**src/rtl/gpio_mp_pkg.sv**
```systemverilog
package gpio_mp_pkg;
  localparam int unsigned GPIO_PINS   = 8;
  localparam int unsigned GPIO_ADDR_W = 12;
  localparam logic [GPIO_ADDR_W-1:0] GPIO_DIR_OFS = 12'h400;

  typedef enum logic [1:0] {
    ACC_NONE = 2'd0,
    ACC_DATA = 2'd1,
    ACC_DIR  = 2'd2
  } gpio_acc_e;
endpackage

```
**src/rtl/gpio_mp_rstsync.sv**
```systemverilog
module gpio_mp_rstsync (
  input  logic clk,
  input  logic rst_n,
  output logic rst_q
);
  logic stage_q;
  logic done_q;

  always_ff @(posedge clk or negedge rst_n) begin
    if (!rst_n) begin
      stage_q <= 1'b0;
      done_q  <= 1'b0;
    end else begin
      stage_q <= 1'b1;
      done_q  <= stage_q;
    end
  end

  assign rst_q = done_q;
endmodule

```
**src/rtl/gpio_mp_insync.sv**
```systemverilog
module gpio_mp_insync #(
  parameter int unsigned PINS = 8
) (
  input  logic            clk,
  input  logic            rst_q,
  input  logic [PINS-1:0] pad_in,
  output logic [PINS-1:0] pin_sync
);
  for (genvar g = 0; g < PINS; g++) begin : g_pin
    logic meta_q;
    logic hold_q;

    always_ff @(posedge clk or negedge rst_q) begin
      if (!rst_q) begin
        meta_q <= 1'b0;
        hold_q <= 1'b0;
      end else begin
        meta_q <= pad_in[g];
        hold_q <= meta_q;
      end
    end

    assign pin_sync[g] = hold_q;
  end
endmodule

```
**src/rtl/gpio_mp_regs.sv**
```systemverilog
module gpio_mp_regs #(
  parameter int unsigned PINS = 8
) (
  input  logic            clk,
  input  logic            rst_q,
  input  logic            dir_we,
  input  logic            data_we,
  input  logic [PINS-1:0] pin_mask,
  input  logic [PINS-1:0] wdata,
  output logic [PINS-1:0] dir_q,
  output logic [PINS-1:0] out_q
);
  logic [PINS-1:0] dir_d;
  logic            dir_en;

  always_comb begin
    dir_en = dir_we;
    dir_d  = wdata;
  end

  always_ff @(posedge clk or negedge rst_q) begin
    if (!rst_q) begin
      dir_q <= '0;
    end else if (dir_en) begin
      dir_q <= dir_d;
    end
  end

  for (genvar g = 0; g < PINS; g++) begin : g_latch
    logic bit_en;
    logic bit_d;

    always_comb begin
      bit_en = data_we & pin_mask[g] & dir_q[g];
      bit_d  = wdata[g];
    end

    always_ff @(posedge clk or negedge rst_q) begin
      if (!rst_q) begin
        out_q[g] <= 1'b0;
      end else if (bit_en) begin
        out_q[g] <= bit_d;
      end
    end
  end
endmodule

```
**src/rtl/gpio_mp_rdpath.sv**
```systemverilog
module gpio_mp_rdpath #(
  parameter int unsigned PINS = 8
) (
  input  logic                   clk,
  input  logic                   rst_q,
  input  logic                   rd_en,
  input  gpio_mp_pkg::gpio_acc_e rd_kind,
  input  logic [PINS-1:0]        pin_mask,
  input  logic [PINS-1:0]        pin_sync,
  input  logic [PINS-1:0]        dir_q,
  output logic [PINS-1:0]        rdata_q
);
  import gpio_mp_pkg::*;

  logic [PINS-1:0] rdata_d;

  always_comb begin
    unique case (rd_kind)
      ACC_DATA: rdata_d = pin_sync & pin_mask;
      ACC_DIR:  rdata_d = dir_q;
      default:  rdata_d = '0;
    endcase
  end

  always_ff @(posedge clk or negedge rst_q) begin
    if (!rst_q) begin
      rdata_q <= '0;
    end else if (rd_en) begin
      rdata_q <= rdata_d;
    end
  end
endmodule

```
**src/rtl/gpio_maskport.sv**
```systemverilog
module gpio_maskport #(
  parameter int unsigned PINS   = gpio_mp_pkg::GPIO_PINS,
  parameter int unsigned ADDR_W = gpio_mp_pkg::GPIO_ADDR_W
) (
  input  logic              clk,
  input  logic              rst_n,
  input  logic              bus_en,
  input  logic              bus_we,
  input  logic [ADDR_W-1:0] bus_addr,
  input  logic [PINS-1:0]   bus_wdata,
  output logic [PINS-1:0]   bus_rdata,
  input  logic [PINS-1:0]   pad_in,
  output logic [PINS-1:0]   pad_out,
  output logic [PINS-1:0]   pad_oe
);
  import gpio_mp_pkg::*;

  localparam int unsigned MASK_LO = 2;
  localparam int unsigned MASK_HI = PINS + MASK_LO - 1;
  localparam int unsigned WIN_LO  = MASK_HI + 1;
  localparam logic [ADDR_W-1:0] DIR_ADDR = ADDR_W'(GPIO_DIR_OFS);

  logic            rst_q;
  logic [PINS-1:0] pin_sync;
  logic [PINS-1:0] pin_mask;
  logic [PINS-1:0] dir_q;
  logic [PINS-1:0] out_q;
  gpio_acc_e       acc_kind;
  logic            dir_we;
  logic            data_we;
  logic            rd_en;

  always_comb begin
    pin_mask = bus_addr[MASK_HI:MASK_LO];
    if (bus_addr[ADDR_W-1:WIN_LO] == '0) begin
      acc_kind = ACC_DATA;
    end else if (bus_addr == DIR_ADDR) begin
      acc_kind = ACC_DIR;
    end else begin
      acc_kind = ACC_NONE;
    end
    dir_we  = bus_en & bus_we & (acc_kind == ACC_DIR);
    data_we = bus_en & bus_we & (acc_kind == ACC_DATA);
    rd_en   = bus_en & ~bus_we;
  end

  gpio_mp_rstsync u_rst (
    .clk   (clk),
    .rst_n (rst_n),
    .rst_q (rst_q)
  );

  gpio_mp_insync #(.PINS(PINS)) u_sync (
    .clk      (clk),
    .rst_q    (rst_q),
    .pad_in   (pad_in),
    .pin_sync (pin_sync)
  );

  gpio_mp_regs #(.PINS(PINS)) u_regs (
    .clk      (clk),
    .rst_q    (rst_q),
    .dir_we   (dir_we),
    .data_we  (data_we),
    .pin_mask (pin_mask),
    .wdata    (bus_wdata),
    .dir_q    (dir_q),
    .out_q    (out_q)
  );

  gpio_mp_rdpath #(.PINS(PINS)) u_rd (
    .clk      (clk),
    .rst_q    (rst_q),
    .rd_en    (rd_en),
    .rd_kind  (acc_kind),
    .pin_mask (pin_mask),
    .pin_sync (pin_sync),
    .dir_q    (dir_q),
    .rdata_q  (bus_rdata)
  );

  assign pad_out = out_q;
  assign pad_oe  = dir_q;
endmodule

```
**config.mk**
```make
export PLATFORM = sky130hd
export DESIGN_NAME = gpio_maskport
export DESIGN_NICKNAME = d
export VERILOG_FILES = /design/src/rtl/gpio_mp_pkg.sv /design/src/rtl/gpio_mp_rstsync.sv /design/src/rtl/gpio_mp_insync.sv /design/src/rtl/gpio_mp_regs.sv /design/src/rtl/gpio_mp_rdpath.sv /design/src/rtl/gpio_maskport.sv
export SDC_FILE = /design/constraint.sdc
export NUM_CORES = 1
export LEC_CHECK = 0
export BUFFER_PORTS_ARGS = -buffer_cell sky130_fd_sc_hd__buf_2
export CAP_MARGIN = 20
export CORE_MARGIN = 2
export CORE_UTILIZATION = 30
export DETAILED_ROUTE_END_ITERATION = 7
export HOLD_SLACK_MARGIN = 0.08
export RECOVER_POWER = 50
export SYNTH_ARGS = -nofsm -noshare
export SYNTH_HDL_FRONTEND = slang
export SYNTH_SLANG_ARGS = --single-unit
```
**constraint.sdc**
```tcl
create_clock -name clk -period 3.4 [get_ports clk]
set_clock_uncertainty 0.1 [all_clocks]
set_input_delay 0.34 -clock clk [delete_from_list [all_inputs] [get_ports clk]]
set_output_delay 0.34 -clock clk [all_outputs]
set_load 0.01 [all_outputs]
```
==> metrics.txt, run 1 <==
H-tree depth=2; number of remaining DRC errors=0; syn_area_per_cell=13.44 um^2; Post-Route WL=3.437 mm; most common cell after layout, fill and taps aside=buf_2; Worst EP required=roughly 3500 ps; GP Congestion=approximately 0.74; worst-margin pin slew=1553 ps; share of cells above drive strength 1=0.4309; first-pass GRT wire length=about 5.5 mm; delay-heaviest family, CP=simple AND/OR/NAND/NOR gates; drt via density=about 4.6; clk slew on worst S/H paths=80 ps; Synth top area share=0.6462; power per cell area=around 500 nW/um^2; crit-path max FO=9; Synth Instances=between 100 and 150; Max Slew Vio Count=41; routed vias=approximately 1200; Netlist cell types=18; register area share after synthesis=0.6462; critical path type=input port to flop; CP max stage cell=and4_1; Num CTS Buffers=5; vias in the first global route=approximately 1100; r2r setup slk=1740 ps; All-Layer GR Usage=0.1193; Crit path buffers/inverters=1; Die W=77.64 um; drt pass-1 iters=4; wire per inst=about 13 um; Leak=between 1 and 1.5 nW; ant diodes=0; Synth Register Bits=42; violated checks=max-capacitance violations, max-slew violations; nets=between 200 and 250; CP Launch Type=input port; Clock Tree Buf Depth=2; WP depth=4; RR Endpoint=u_regs.out_q[3]; Post-Syn Area=~1600 um^2; biggest area consumer among synthesized cells=dfrtp_1; initial antenna violation count=0; outcome=finished with violations; syn nets=~150; worst setup path endpoint=u_regs.dir_q[3]; layout overhead on the synthesized area=35.08%; Row Count=26; R2R depth=0; largest net degree at the start of global routing=slightly above 40; port buffer count=55; Final setup viols=0; RR Startpoint=u_rst.rst_q; Peak Freq=between 0.5 and 0.6 GHz; CP cell instances=buf_2 -> nor4_4 -> and4_1 -> mux2_2; RSZ-0062 raised after global routing=no; hpwl dp=about 2.5 mm; Initial Util=0.3145; CTS Root Buffer Type=clkbuf_8; final hold vios=0; top cells by area, synth=dfrtp_1 (65%), mux2_2 (10%), nand3_1 (4.9%); crit-path max cell delay=540 ps; setup TNS=0 ps; remaining antenna violation count after routing=0; # fillers=between 500 and 600; Slew headroom=-0.03559; Seq. cell area=between 1000 and 1500 um^2; clock latency on the worst-skew pair=just under 300 ps; commonest non-fill, non-tap cells in the layout=buf_2 (54), dfrtp_1 (42), nand3_1 (16); minimum clock period=~1800 ps; period utilization=0.5432; Max Cap Violations=1; clk sinks=42; CP Capture Type=flop; multi-input logic area=544.3 um^2; Peak VDD IR=about 0.00023 V; Hold Crit Class=input port to flop; CTS tree=done; io pins=56; DIE HEIGHT=approximately 78 um; total power=roughly 1.1 mW; Setup crit start=bus_addr[3]; crit path DAT=about 1900 ps; 1st-iter DRT viols=71; die area=approximately 6000 um^2; gr ovfl total=0; Core ar.=a little over 5000 um^2; Yosys warnings=0; Post-CTS Setup Repair Bufs=0
-- worst min path at each step --
stage	from	endpoint	depth (start not counted)
6_report	bus_wdata[6]	u_regs.out_q[6]	2
5_1_grt	bus_wdata[0]	u_regs.out_q[0]	2
4_1_cts	bus_wdata[6]	u_regs.out_q[6]	2
3_5_place_dp	rst_n	u_rst.stage_q	1
3_3_place_gp	rst_n	u_rst.stage_q	1
2_1_floorplan	rst_n	u_rst.rst_q	0
-- layer usage --
layer  GRT usage  wire [um]
met2      0.1784       1625
met5           0          0
met3     0.04535        270
met4     0.04286         34
met1      0.1577       1507
-- cell usage after synthesis --
| library cell | number |
|---|---|
| nor2b_1 | 1 |
| nand4_1 | 8 |
| and4b_1 | 1 |
| dfrtp_1 | 42 |
| conb_1 | 1 |
| and4_1 | 1 |
| nor2_1 | 9 |
| mux2_2 | 15 |
| and3b_1 | 8 |
| a31oi_1 | 8 |
| nand3_1 | 16 |
| nor4_4 | 1 |
| nor3_2 | 2 |
| buf_2 | 1 |
| mux2_1 | 1 |
| buf_6 | 1 |
| clkbuf_1 | 4 |
| nor4bb_1 | 1 |
-- registers in the layout, summed over array words and instances, names as in the netlist --
| signal | flops |
|---|---|
| u_regs.out_q | 8 |
| u_regs.dir_q | 8 |
| u_sync.g_pin.hold_q | 8 |
| u_rst.stage_q | 1 |
| u_rst.rst_q | 1 |
| u_rd.rdata_q | 8 |
| u_sync.g_pin.meta_q | 8 |
-- per-stage QoR --
stage / util / area, um^2 / setup slack, ps / hold slack [ps] / instances
after floorplan: - / 1627 / 1737 / -55.59 / 121
after global placement: 0.3803 / 1967 / 1309 / 25.96 / 241
after detailed placement: 0.3803 / 1967 / 1271 / 27.44 / 241
after CTS: 0.4253 / 2200 / 1587 / 178.9 / 258
after global routing: 0.4248 / 2197 / 1321 / 182.1 / 258
final: 0.4248 / 2197 / 1553 / 186.0 / 258
-- cell families after synthesis --
logic type / share of synthesized area
AND/OR/NAND/NOR: 0.1908
flip-flops: 0.6462
multiplexers: 0.1108
AO/OA/AOI/OAI: 0.03077
buffers and inverters: 0.01922
other: 0.002305
-- repair_timing --
item | in CTS | in global routing
hold endpoints to repair | 10 | 0
hold buffers | 9 | 0
gates resized for setup | 0 | 0
-- power breakdown --
part | total [mW] | switching [mW] | internal [mW]
Combinational | 0.0794 | 0.0405 | 0.0389
Sequential | 0.540 | 0.0180 | 0.522
Clock | 0.478 | 0.165 | 0.313
-- cell type report --
| type | instances | share of cell area |
|---|---|---|
| Multi-Input combinational cell | 73 | 0.2477 |
| Timing Repair Buffer | 65 | 0.1691 |
| Clock inverter | 2 | 0.02733 |
| Clock buffer | 6 | 0.03759 |
| Sequential cell | 42 | 0.4784 |
| Tap cell | 70 | 0.03986 |
Note: power is estimated with default switching activity, not from simulation.
==> run 2, diff against run 1 <==
- clock period: 3.4 -> 1.9 ns (I/O delays scaled with it)
==> run 2 against run 1 <==
Compared with the run above:
- the run now ends clean
- clock-buffer cell count unchanged
- core utilization up 2.1 points
- clock power up 47%
- worst hold slack worse by 98 ps
- die area unchanged
- global-route usage up 0.52 points
- total power up 68%
- via count up 3.3%
- sequential cell count unchanged
- final cell count up 5.0%
- register-to-register slack worse by 900 ps
- critical endpoint is now u_regs.dir_q[4]
- highest routed layer unchanged
==> metrics.txt, run 2 (same netlist as run 1, synthesis figures left out) <==
outcome=complete, no violations (was finished with violations); clock latency on the worst-skew pair=290 ps (about the same); crit-path max cell delay=490 ps (was 540 ps); clk slew on worst S/H paths=80 ps (about the same); wire per inst=13.34 um (was 13.32 um); CTS Root Buffer Type=clkbuf_8 (unchanged); setup TNS=0 ps (unchanged); Max Slew Vio Count=0 (was 41); CP cell instances=buf_2 -> nor4_4 -> and4_1 -> mux2_2 (unchanged); minimum clock period=1404 ps; non-filler cells, final=271 (was 258); CP Launch Type=input port (unchanged); number of remaining DRC errors=0 (unchanged); share of cells above drive strength 1=0.4279 (was 0.4309); Final setup viols=0 (unchanged); vias in the first global route=1155 (was 1112); most common cell after layout, fill and taps aside=buf_2 (unchanged); largest net degree at the start of global routing=25 (was 41); Hold Crit Class=input port to flop (unchanged); port buffer count=55 (unchanged); Hold Buf Count CTS=17 (was 9); DIE HEIGHT=77.64 um (unchanged); Core ar.=5172 um^2 (unchanged); hold_sp=bus_addr[8] (was bus_wdata[6]); cts repair resizes=0 (unchanged); io pins=56 (unchanged); Leak=1.151 nW (was 1.096 nW); Row Count=26 (unchanged); hpwl dp=2.625 mm (was 2.510 mm); Peak VDD IR=0.0003377 V (was 0.0002294 V); RR Startpoint=u_regs.dir_q[3] (was u_rst.rst_q); final hold vios=0 (unchanged); crit path DAT=1470 ps (was 1920 ps); Crit path buffers/inverters=1 (unchanged); Post-Route WL=3.616 mm (was 3.437 mm); 1st-iter DRT viols=71 (unchanged); nets=233 (was 219); RSZ-0062 raised after global routing=no (unchanged); CP max stage cell=and4_1 (unchanged); Slew headroom=0.5063 (was -0.03559); gr ovfl total=0 (unchanged); commonest non-fill, non-tap cells in the layout=buf_2 (54), dfrtp_1 (42), dlygate4sd3_1 (17) (was buf_2 (54), dfrtp_1 (42), nand3_1 (16)); routed vias=1237 (was 1198); drt via density=4.565 (was 4.643); die area=6027 um^2 (unchanged); Post-CTS Setup Repair Bufs=0 (unchanged); remaining antenna violation count after routing=0 (unchanged); GP Congestion=0.7625 (was 0.7415); Max Cap Violations=0 (was 1); drt pass-1 iters=4 (unchanged); crit-path max FO=8 (was 9); critical path type=input port to flop (unchanged); power per cell area=797.8 nW/um^2 (was 499.5 nW/um^2); initial antenna violation count=0 (unchanged); clk sinks=42 (unchanged); Peak Freq=a little over 0.7 GHz; worst-margin pin slew=740.6 ps (was 1553 ps); delay-heaviest family, CP=simple AND/OR/NAND/NOR gates (unchanged); layout overhead on the synthesized area=41.69% (was 35.08%); CTS tree=done (unchanged); placed cells=247 (was 241); Clock Tree Buf Depth=2 (unchanged); ant diodes=0 (unchanged); Initial Util=0.3145 (unchanged); Setup crit start=bus_addr[3] (unchanged); CP Capture Type=flop (unchanged); Worst EP required=1970 ps (was 3470 ps); Die W=77.64 um (unchanged); period utilization=0.7389; Num CTS Buffers=5 (unchanged); first-pass GRT wire length=5.699 mm (was 5.513 mm); All-Layer GR Usage=0.1245 (was 0.1193); H-tree depth=2 (unchanged)
-- run 2: layout make-up --
type / count / area [um^2]
Timing Repair Buffer: 79 / 509.2
Multi-Input combinational cell: 73 / 544.3
Sequential cell: 42 / 1051
Fill cell: 496 / 2868
Clock buffer: 6 / 82.58
Tap cell: 70 / 87.58
Clock inverter: 1 / 30.03
-- run 2: worst min-delay path, stage by stage --
cell and delay (ps):
buf_2 120, nand3_1 60, a31oi_1 70
-- run 2: path summary, 6_finish.rpt --
| path | to | slack [ps] | cells past startpoint |
|---|---|---|---|
| min in group asynchronous | u_rst.stage_q | 100 | 2 |
| worst min register to register | u_sync.g_pin[5].meta_q | 210 | 0 |
| worst max register to register | u_regs.out_q[3] | 840 | 2 |
| worst min-delay path | u_rd.rdata_q[6] | 90 | 3 |
| max in group asynchronous | u_regs.out_q[2] | 910 | 1 |
| worst max-delay path | u_regs.dir_q[4] | 500 | 4 |
-- run 2: stage by stage --
stage	instance area, um^2	hold slack, ps	total power [mW]	worst slack, ps	utilization
2_1_floorplan	1627	-205.6	1.033	387.3	-
3_3_place_gp	2024	-122.4	1.127	216.1	0.3914
3_5_place_dp	2024	-123.7	1.129	179.1	0.3914
4_1_cts	2307	83.72	1.864	486.8	0.4461
5_1_grt	2305	87.85	1.926	419.0	0.4456
6_report	2305	88.27	1.839	496.1	0.4456
-- run 2: where the power goes --
| part | switching (mW) | total [mW] | internal (mW) |
|---|---|---|---|
| clock network | 0.284 | 0.705 | 0.420 |
| logic | 0.0861 | 0.176 | 0.0898 |
| registers | 0.0242 | 0.958 | 0.934 |
| total | 0.395 | 1.84 | 1.44 |
-- run 2: metal layers --
| metal | share of wire | up-vias | track usage |
|---|---|---|---|
| li1 | - | 607 | - |
| met5 | 0 | - | 0 |
| met4 | 0.024 | 0 | 0.06964 |
| met2 | 0.45 | 40 | 0.1853 |
| met1 | 0.46 | 584 | 0.1660 |
| met3 | 0.059 | 6 | 0.03023 |
